<file path="src/rtl/tdm_slot_tx.sv">
module tdm_slot_tx #(
  parameter int MAXW = 24,
  parameter int MAXS = 32,
  parameter int MAXN = 8
) (
  input  logic                          clk,
  input  logic                          rst_n,
  input  logic                          soft_rst,
  input  logic                          bclk_en,
  input  logic [$clog2(MAXW+1)-1:0]     word_len,
  input  logic [$clog2(MAXS+1)-1:0]     slot_len,
  input  logic [$clog2(MAXN+1)-1:0]     num_slots,
  input  logic                          fs_early,
  input  logic                          right_align,
  input  logic                          zero_pad,
  input  logic                          irq_en,
  input  logic                          wr_en,
  input  logic [MAXW-1:0]               wr_data,
  input  logic                          status_rd,
  output logic                          tx_empty,
  output logic                          tx_underrun,
  output logic                          tx_irq,
  output logic                          sd_out,
  output logic                          sd_oe,
  output logic                          fsync
);
  localparam int WLW = $clog2(MAXW+1);
  localparam int SLW = $clog2(MAXS+1);
  localparam int NW  = $clog2(MAXN+1);

  logic            active, full, urun, rd_seen;
  logic [SLW-1:0]  bit_q;
  logic [NW-1:0]   slot_q;
  logic [MAXW-1:0] word_q, hold_q;

  wire last_bit  = bit_q == slot_len - SLW'(1);
  wire last_slot = slot_q == num_slots - NW'(1);
  wire load      = bclk_en & (~active | last_bit);
  wire live      = active & ~soft_rst;

  always_ff @(posedge clk or negedge rst_n) begin
    if (!rst_n) begin
      active <= 1'b0; bit_q <= '0; slot_q <= '0;
      full <= 1'b0; urun <= 1'b0; rd_seen <= 1'b0;
      word_q <= '0; hold_q <= '0;
    end else if (soft_rst) begin
      active <= 1'b0; bit_q <= '0; slot_q <= '0;
      full <= 1'b0; urun <= 1'b0; rd_seen <= 1'b0;
    end else begin
      if (bclk_en) begin
        active <= 1'b1;
        if (!active) begin
          bit_q <= '0; slot_q <= '0;
        end else if (last_bit) begin
          bit_q  <= '0;
          slot_q <= last_slot ? '0 : slot_q + NW'(1);
        end else begin
          bit_q <= bit_q + SLW'(1);
        end
      end
      if (status_rd && urun) rd_seen <= 1'b1;
      if (wr_en) begin
        hold_q <= wr_data;
        rd_seen <= 1'b0;
        if (rd_seen) urun <= 1'b0;
      end
      if (load) begin
        if (full) word_q <= hold_q;
        else      urun   <= 1'b1;
      end
      full <= (full & ~load) | wr_en;
    end
  end

  logic [SLW-1:0]  sh, pad;
  logic [MAXW-1:0] shifted, msb_vec;
  logic            in_word, fill;

  always_comb begin
    pad     = slot_len - SLW'(word_len);
    msb_vec = word_q >> (word_len - WLW'(1));
    if (!right_align) begin
      in_word = bit_q < SLW'(word_len);
      sh      = SLW'(word_len) - SLW'(1) - bit_q;
      fill    = ~zero_pad & word_q[0];
    end else begin
      in_word = bit_q >= pad;
      sh      = slot_len - SLW'(1) - bit_q;
      fill    = ~zero_pad & msb_vec[0];
    end
    shifted = word_q >> sh;
  end

  assign sd_oe       = live;
  assign sd_out      = live & (in_word ? shifted[0] : fill);
  assign fsync       = live & (fs_early ? (last_slot & last_bit) : (slot_q == '0 && bit_q == '0));
  assign tx_empty    = ~full | soft_rst;
  assign tx_underrun = urun & ~soft_rst;
  assign tx_irq      = irq_en & tx_empty & tx_underrun;

  p_quiet_in_soft_reset_r13: assert property (@(posedge clk) disable iff (!rst_n)
    soft_rst |-> !sd_oe && !fsync && tx_empty && !tx_underrun);
  p_fsync_single_r3: assert property (@(posedge clk) disable iff (!rst_n)
    fsync && bclk_en && !soft_rst |=> !fsync);
  p_underrun_on_starve_r10: assert property (@(posedge clk) disable iff (!rst_n)
    active && bclk_en && last_bit && !full && !soft_rst |=> tx_underrun);
  p_irq_needs_flags_r11: assert property (@(posedge clk) disable iff (!rst_n)
    tx_irq |-> tx_underrun && tx_empty && irq_en);
  p_load_drains_r9: assert property (@(posedge clk) disable iff (!rst_n)
    load && full && !wr_en && !soft_rst |=> tx_empty);
  p_write_fills_r9: assert property (@(posedge clk) disable iff (!rst_n)
    wr_en && !soft_rst |=> !tx_empty || soft_rst);
endmodule

</file>
<file path="config.mk">
export PLATFORM = sky130hd
export DESIGN_NAME = tdm_slot_tx
export DESIGN_NICKNAME = d
export VERILOG_FILES = /design/src/rtl/tdm_slot_tx.sv
export SDC_FILE = /design/constraint.sdc
export NUM_CORES = 1
export LEC_CHECK = 0
export CAP_MARGIN = 20
export CELL_PAD_IN_SITES_DETAIL_PLACEMENT = 2
export CELL_PAD_IN_SITES_GLOBAL_PLACEMENT = 2
export CORE_ASPECT_RATIO = 1.5
export CORE_UTILIZATION = 35
export DETAILED_ROUTE_END_ITERATION = 6
export GPL_TIMING_DRIVEN = 0
export PLACE_DENSITY_LB_ADDON = 0.1
export SYNTH_ARGS = -nofsm -noshare
export SYNTH_HDL_FRONTEND = slang
export SYNTH_SLANG_ARGS = --single-unit
</file>
<file path="constraint.sdc">
create_clock -name clk -period 6.3 [get_ports clk]
set_input_delay 1.26 -clock clk [delete_from_list [all_inputs] [get_ports clk]]
set_output_delay 1.26 -clock clk [all_outputs]
set_load 0.02 [all_outputs]
</file>
### Yosys cells after proc, flatten, opt, wreduce, memory -nomap -nowiden

Index checks and enable logic that the tools add are counted.

* register bits after elaboration: 62
* bits of input ports: 49
* word-level logic and storage cells: 77

* bitwise operators: 19
* $add $sub $neg: 9
* magnitude comparators: 2
* eq/ne operators: 3
* muxes and demuxes: 25
* shift operators: 2
* reductions and logical operators: 9

Operators by type and width (number)
* 2-to-1 mux 6 bit: 5
* right shift 24 x 5 -> 1 bit: 1
* right shift 24 x 6 -> 1 bit: 1
* 2-to-1 mux 4 bit: 5
* 2-to-1 mux 1 bit: 15
* subtractor 6 bit: 2
* bitwise AND 1 bit: 11
* adder 6 x 1 -> 6 bit (second input constant): 1
* == test 6 bit: 1
* >= comparator 6 bit: 1
* zero test 6 bit: 1
* less-than comparator 6 x 5 -> 1 bit: 1
* subtractor 5 x 1 -> 6 bit (second input constant): 1
* subtractor 6 x 1 -> 6 bit (second input constant): 1
* subtractor 6 x 5 -> 6 bit: 1
* inverter 1 bit: 5
* subtractor 5 x 1 -> 5 bit (second input constant): 1
* adder 4 x 1 -> 4 bit (second input constant): 1
* == test 4 bit: 1
* zero test 4 bit: 1
* AND reduction 2 bit: 2
* subtractor 4 x 1 -> 4 bit (second input constant): 1
* inequality test 3 x 2 -> 1 bit (second input constant): 1
* OR 1 bit: 3
* other kinds (4): 5

### Depth between registers and ports, before layout

Gate-level depths: netlist (run 1).

* depth after elaboration: 8
* mapped depth: 14

### Worst setup path after synthesis (run 1)

No wires, ideal clock.

* kind: in2out
* from: in word_len[1]
* to: out sd_out
* arrival: 3783 ps
* stages on the path: 12
* path buffers: 0
* setup slack: 1257 ps
* required time: 5040 ps
* cell sequence: inv_1 ha_1 a21o_1 a21o_1 a21o_1 a21oi_1 xnor2_1 ha_1 a2111oi_0 a21oi_1 a2111oi_0 o21bai_1

* cells in the longest elaborated chain, start to end: 6
* elaborated cells on any way between the ends: 14

Ends and longest elaborated chain
* from (decl): RTL line 10 `input logic [$clog2(MAXW+1)-1:0] word_len,`
* subtractor 5 x 1 -> 6 bit or subtractor 5 x 1 -> 5 bit (tied branches): RTL line 84, 81
* subtractor 6 bit or right shift 24 x 5 -> 1 bit (tied branches): RTL line 84, 81
* 2-to-1 mux 6 bit or bitwise AND 1 bit (tied branches): RTL line 82, 89
* right shift 24 x 6 -> 1 bit or 2-to-1 mux 1 bit (tied branches): RTL line 91, 82
* 2-to-1 mux 1 bit (*): RTL line 95 `assign sd_out = live & (in_word ? shifted[0] : fill);`
* bitwise AND 1 bit (*): RTL line 95
* to (decl): RTL line 23 `output logic sd_out,`

Mark *: on every way between the ends. The rest lies on a longest branch, timed or not.

### Worst setup path in the final report (run 1)

Same ends and word-level chain as after synthesis.

==> results of run 1 <==
final cells by class:
class / count / area share [%]
Inverter: 28 / 2.03
Clock buffer: 9 / 4.34
Buffer: 12 / 1.33
Tap cell: 150 / 3.62
Clock inverter: 7 / 1.88
Sequential cell: 62 / 29.9
Timing Repair Buffer: 54 / 10.4
Multi-Input combinational cell: 256 / 46.5
layer usage:
metal  track usage, %  vias up  routed length (um)
li1                 -     1411                   -
met1             21.1     1519                4280
met2             39.6       45                6540
met3             3.31       11                 254
met4             6.35        0                 146
met5                0        -                   0
worst reg2reg max path: stages, from the launching register on:
cell      delay (ps)
dfrtp_1          510
inv_1            170
ha_1             380
nand3_1          140
o31a_1           380
nor2b_2          200
nand2b_1         110
buf_6            150
buf_6            160
mux2_4           310
logic make-up after synthesis:
family / Yosys count / synth area share, %
buf+inv: 40 / 4.20
mux: 72 / 24.7
simple gates: 66 / 8.41
flops: 62 / 37.5
compound gates: 56 / 8.29
xor+xnor: 26 / 5.50
fa+ha+maj: 36 / 11.4
through the flow:
stage,util [%],cells,TNS [ps]
floorplan,-,358,0
global route,45.0,578,0
finish,45.0,578,0
global placement,42.1,561,-115
CTS,45.0,578,0
detailed placement,42.2,562,-221
repair_timing:
item                                    4_1_cts  5_1_grt
endpoints found under the setup margin        1        1
hold endpoints to repair                      0        0
gates resized for setup                       1        2
flip-flops by register name, summed over array words and instances, names as in the netlist:
register	count
word_q	24
slot_q	4
active	1
full	1
bit_q	6
urun	1
rd_seen	1
hold_q	24
cell usage in the layout, fill, tap and decap left out, types with 2 or more instances in the layout:
master | synthesis | layout
nand2b_1 | 7 | 7
nor2_1 | 16 | 16
buf_2 | 1 | 2
o21bai_1 | 2 | 2
inv_1 | 28 | 28
mux4_2 | 13 | 13
clkinvlp_4 | 0 | 2
mux2_2 | 30 | 30
clkbuf_1 | 6 | 6
ha_1 | 33 | 33
mux2i_1 | 9 | 9
nand2_1 | 11 | 11
dfrtp_1 | 62 | 62
nand3_1 | 6 | 6
and3_1 | 2 | 2
fa_1 | 3 | 3
clkdlybuf4s50_1 | 0 | 51
a21oi_1 | 17 | 17
buf_6 | 3 | 3
o21ai_0 | 16 | 16
bufinv_16 | 0 | 2
nor3_1 | 8 | 8
xnor2_1 | 20 | 20
a211oi_1 | 2 | 2
xor2_1 | 6 | 6
a2111oi_0 | 2 | 2
mux2_4 | 20 | 20
nor2b_1 | 4 | 4
buf_1 | 2 | 2
nor4_1 | 3 | 3
a21o_1 | 8 | 8
clkbuf_16 | 0 | 9
power breakdown:
part           internal, W  leakage, nW  switching, W  total [W]
combinational     0.000229         1.38      0.000138   0.000368
clock             0.000347        0.152      0.000196   0.000544
sequential        0.000480        0.763     0.0000719   0.000552
total              0.00106         2.29      0.000407    0.00146
worst paths after layout:
path / cells after the start / slack [ps] / to
min in group asynchronous: 1 / 910 / slot_q[0]$_DFFE_PN0P_
max in group asynchronous: 2 / 4760 / word_q[21]$_DFFE_PN0P_
min: 1 / 510 / word_q[9]$_DFFE_PN0P_
min reg2reg: 1 / 510 / word_q[9]$_DFFE_PN0P_
max: 14 / 250 / sd_out
max reg2reg: 9 / 3670 / word_q[15]$_DFFE_PN0P_
==> impl_metrics.env, run 1 <==
export IMPL_period_minus_slack_ps=6050
export IMPL_ys_warn_count=0
export IMPL_setup_ws_ps=246
export IMPL_fill_cells=1205
export IMPL_fp_dieW_um=90.8
export IMPL_synth_commonest_cells="dfrtp_1 (62), ha_1 (33), mux2_2 (30), inv_1 (28)"
export IMPL_crit_type="primary input to output pin"
export IMPL_cts_root_buf="clkbuf_16"
export IMPL_die_y_um=135
export IMPL_crit_path_start_kind="primary input"
export IMPL_fin_crit_sh_pct=96.1
export IMPL_worst_setup_path_end_kind="output pin"
export IMPL_io_buffers=53
export IMPL_dieArea_sq_mm=0.0123
export IMPL_routed_wl_mm=11.2
export IMPL_drt_pre_antenna_iters=4
export IMPL_core_sq_mm=0.0115
export IMPL_multiInputGateArea_sq_mm=0.00241
export IMPL_worstPathMaxFanout=5
export IMPL_finalClockSkew_ps=6.40
export IMPL_ioPinCount=55
export IMPL_hold_buffers=0
export IMPL_insertion_delay_ps=340
export IMPL_vias=2986
export IMPL_clockBufferDepth=2
export IMPL_cts_buffers=9
export IMPL_yosysMostFrequentCell="dfrtp_1"
export IMPL_slew_headroom_pct=39.2
export IMPL_ant_nets=0
export IMPL_whs_ps=505
export IMPL_ir_worst_vdd_mv=0.172
export IMPL_clkTransAtPathRegs_ps=50
export IMPL_hold_viol=0
export IMPL_htreeDepth=3
export IMPL_syn_to_final_growth_pct=25.4
export IMPL_ys_ff_latch=62
export IMPL_cts_setup_buffers=0
export IMPL_cp_arrival_ps=4790
export IMPL_crit_family="compound AO/OA/AOI/OAI gates"
export IMPL_worstPathCellList="clkdlybuf4s50_1, inv_1, ha_1, a21o_1, a21o_1, a21o_1, a21oi_1, xnor2_1, ha_1, a2111oi_0, a21oi_1, a2111oi_0, o21bai_1, clkbuf_2"
export IMPL_num_rows=48
export IMPL_yosysTopAreaCell="dfrtp_1"
export IMPL_dp_hpwl_mm=8.83
export IMPL_cap_viol_max_count=0
export IMPL_synth_top_area_share_pct=37.5
export IMPL_hp_class="flip-flop to flip-flop"
export IMPL_max_stage_delay_ps=510
export IMPL_synth_flop_cell="dfrtp_1"
export IMPL_via_per_inst=5.17
export IMPL_diodes=0
export IMPL_max_freq_mhz=165
export IMPL_wl_per_cell_um=19.4
export IMPL_critPathMostFrequentCell="a21o_1"
export IMPL_drt_iter0_drc=53
export IMPL_slew_violations=0
export IMPL_finalPower_w=0.00146
export IMPL_holdCritStartpoint="hold_q[9]$_DFFE_PN0P_"
export IMPL_tightest_slew_ps=886
export IMPL_pre_cts_slack_ps=-221
export IMPL_timing_rr_start="bit_q[2]$_DFFE_PN0P_"
export IMPL_synth_edf_count=0
export IMPL_avgSynthCellArea_sq_um=11.6
export IMPL_cts_num_sinks=62
export IMPL_ys_seq_area_share_pct=37.5
export IMPL_grt_setup_unrepaired="false"
export IMPL_start_util_pct=35.9
export IMPL_p_leak_nw=2.29
export IMPL_synthArstFlopShare_pct=100
export IMPL_synthDistinctLibCells=46
export IMPL_seq_area_sq_mm=0.00155
export IMPL_grt_pass1_vias=3487
export IMPL_synth_nets=443
export IMPL_status="finished, final reports clean"
export IMPL_cp_buffers_inverters=3
export IMPL_grt_max_degree=42
export IMPL_grt_pass1_wl_mm=18.5
export IMPL_synth_cells=358
export IMPL_drc=0
export IMPL_netlist_area_sq_mm=0.00414
export IMPL_place_congestion=0.753
export IMPL_cts_tree="yes"
export IMPL_setup_viol=0
export IMPL_power_density_mw_per_mm2=282
export IMPL_critical_path_slowest_cell="clkdlybuf4s50_1"
export IMPL_drive_above_1_share_pct=21.0
export IMPL_dpl_cell_area_sq_mm=0.00487
export IMPL_overflow=0
export IMPL_fin_area_sq_mm=0.00519
export IMPL_cp_required_ps=5040
export IMPL_antenna_found_initial=0
export IMPL_fin_nets=508
export IMPL_ys_top_cells_by_area="dfrtp_1 (37%), ha_1 (10%), mux2_2 (8.2%)"
export IMPL_critPathLaunch="word_len[1]"
export IMPL_grt_usage_pct=20.0
No activity file was read; power rests on OpenSTA's default activity.
==> run 2, diff against run 1 <==
CORE_ASPECT_RATIO = default   (was 1.5)
MAX_ROUTING_LAYER = met4   (was default)
==> run 2 against run 1 <==
Power grew 1.1%. Critical endpoint unchanged. Cell count shrank 1.2%. Critical path depth is the same. Critical path type unchanged. Non-clock buffer count is the same. Count of clock-buffer cells in the layout is the same. Wire length shrank 0.79%.
==> impl_metrics.env, run 2 (synthesized netlist as in run 1, its figures left out) <==
export IMPL_timing_rr_start="bit_q[2]$_DFFE_PN0P_"
export IMPL_final_cells=571
export IMPL_clkTransAtPathRegs_ps=60
export IMPL_worstPathMaxFanout=5
export IMPL_tightest_slew_ps=842
export IMPL_switchingPower_w=0.000416
export IMPL_dpl_cell_area_sq_mm=0.00486
export IMPL_dieArea_sq_mm=0.0123
export IMPL_slew_violations=0
export IMPL_insertion_delay_ps=340
export IMPL_hp_class="flip-flop to flip-flop"
export IMPL_finalClockSkew_ps=7.34
export IMPL_pwr_share_clk_pct=37.4
export IMPL_cts_buffers=9
export IMPL_syn_to_final_growth_pct=25.7
export IMPL_critPathMostFrequentCell="a21o_1"
export IMPL_ant_nets=0
export IMPL_power_internal_w=0.00106
export IMPL_worst_setup_path_end_kind="output pin"
export IMPL_p_leak_nw=2.30
export IMPL_grt_pass1_wl_mm=18.8
export IMPL_critical_path_slowest_cell="clkdlybuf4s50_1"
export IMPL_routed_wl_mm=11.1
export IMPL_ir_worst_vdd_mv=0.157
export IMPL_fill_cells=1182
export IMPL_wl_per_cell_um=19.5
export IMPL_critPathLaunch="word_len[1]"
export IMPL_grt_setup_unrepaired="false"
export IMPL_fin_crit_sh_pct=96.2
export IMPL_vias=2981
export IMPL_status="finished, final reports clean"
export IMPL_fin_nets=508
export IMPL_clockBufferDepth=2
export IMPL_drt_pre_antenna_iters=3
export IMPL_cp_arrival_ps=4800
export IMPL_cap_viol_max_count=0
export IMPL_cts_num_sinks=62
export IMPL_dp_hpwl_mm=8.54
export IMPL_antenna_found_initial=0
export IMPL_fp_dieW_um=111
export IMPL_fin_area_sq_mm=0.00520
export IMPL_via_per_inst=5.22
export IMPL_crit_type="primary input to output pin"
export IMPL_p_seq_share_pct=37.5
export IMPL_holdCritStartpoint="hold_q[15]$_DFFE_PN0P_"
export IMPL_power_density_mw_per_mm2=284
export IMPL_dp_cells=555
export IMPL_cts_tree="yes"
export IMPL_max_freq_mhz=165
export IMPL_ioPinCount=55
export IMPL_place_congestion=0.797
export IMPL_slew_headroom_pct=42.3
export IMPL_drive_above_1_share_pct=21.3
export IMPL_max_stage_delay_ps=510
export IMPL_final_cell_mix="dfrtp_1 (62), clkdlybuf4s50_1 (51), ha_1 (33)"
export IMPL_htreeDepth=3
export IMPL_final_common_cell="dfrtp_1"
export IMPL_cp_required_ps=5040
export IMPL_p_sw_share_pct=28.1
export IMPL_io_buffers=53
export IMPL_overflow=0
export IMPL_reg_top3="hold_q x24, word_q x24, bit_q x6"
export IMPL_grt_max_degree=39
export IMPL_setup_viol=0
export IMPL_die_y_um=111
export IMPL_setup_tns_ps=0
export IMPL_grt_pass1_vias=3370
export IMPL_num_rows=39
export IMPL_period_minus_slack_ps=6060
export IMPL_finalPower_w=0.00148
export IMPL_worstPathCellList="clkdlybuf4s50_1, inv_1, ha_1, a21o_1, a21o_1, a21o_1, a21oi_1, xnor2_1, ha_1, a2111oi_2, a21oi_1, a2111oi_0, o21bai_1, dlygate4sd2_1"
export IMPL_pwr_share_comb_pct=25.1
export IMPL_hold_viol=0
export IMPL_grt_usage_pct=20.5
export IMPL_cts_root_buf="clkbuf_16"
export IMPL_core_sq_mm=0.0115
export IMPL_diodes=0
export IMPL_drt_iter0_drc=38
export IMPL_crit_path_start_kind="primary input"
export IMPL_drc=0
export IMPL_start_util_pct=36.1
run 2: changes by cell type in the layout (fill, tap and decap cells not counted), sizes merged:
cell         delta
clkbuf          -1
clkinv          -1
clkinvlp        -1
dlygate4sd2     +1
inv             +2
run 2: metrics by stage:
step | setup WS (ps) | util, % | hold WS, ps
after floorplan | 1260 | - | 477
after global placement | -105 | 42.3 | 490
after detailed placement | -168 | 42.4 | 493
after CTS | 73.2 | 45.3 | 511
after global routing | 40.2 | 45.4 | 530
final | 240 | 45.4 | 509
run 2: area by class of cell:
class                      instances  area (sq um)  area share [%]
tap                              143           179            3.44
inverter                          28           105            2.02
timing repair buffer              54           544            10.5
multi-input combinational        256          2420            46.6
sequential                        62          1550            29.8
buffer                            12          68.8            1.32
clock inverter                     7           105            2.02
clock buffer                       9           225            4.33
run 2: power groups by stage:
stage | sequential (W) | combinational [W] | clock, W
final | 0.000555 | 0.000371 | 0.000553
after floorplan | 0.000524 | 0.000271 | 0
after global placement | 0.000552 | 0.000352 | 0
after detailed placement | 0.000558 | 0.000371 | 0
after CTS | 0.000558 | 0.000377 | 0.000564
after global routing | 0.000566 | 0.000408 | 0.000578
run 2: routing by layer:
| layer | wire length, um | up-vias | track usage [%] | part of all wire, % |
|---|---|---|---|---|
| met5 | 0 | - | - | 0 |
| met2 | 6060 | 36 | 36.2 | 54 |
| met1 | 4720 | 1523 | 23.9 | 42 |
| met4 | 155 | 0 | 6.93 | 1.4 |
| met3 | 207 | 12 | 2.90 | 1.9 |
| li1 | - | 1410 | - | - |
run 2: timing repair:
item | 4_1_cts | 5_1_grt
resized for setup | 1 | 3
setup endpoints to repair | 1 | 1
hold buffers | 0 | 0
setup buffers | 0 | 0
pin swaps | 0 | 0
run 2: worst paths after layout:
kind	end	slack [ps]	cells after the start
min	word_q[15]$_DFFE_PN0P_	510	1
max in group asynchronous	hold_q[19]$_DFFE_PN0P_	4750	2
min in group asynchronous	slot_q[1]$_DFFE_PN0P_	930	1
max	sd_out	240	14
max reg2reg	word_q[20]$_DFFE_PN0P_	3730	9
min reg2reg	word_q[15]$_DFFE_PN0P_	510	1
run 2: critical path, delay by kind of cell:
| kind | cells | cell delay [ps] |
|---|---|---|
| AO/OA/AOI/OAI | 8 | 1730 |
| XOR/XNOR | 1 | 140 |
| adder cells (fa/ha/maj) | 2 | 600 |
| buffers and inverters | 3 | 1070 |
==> run 3, diff against run 2 <==
HOLD_SLACK_MARGIN = 0.06   (was default)
==> results of run 3 <==
The final DEF is identical to that of run 2; final timing and power are the same.
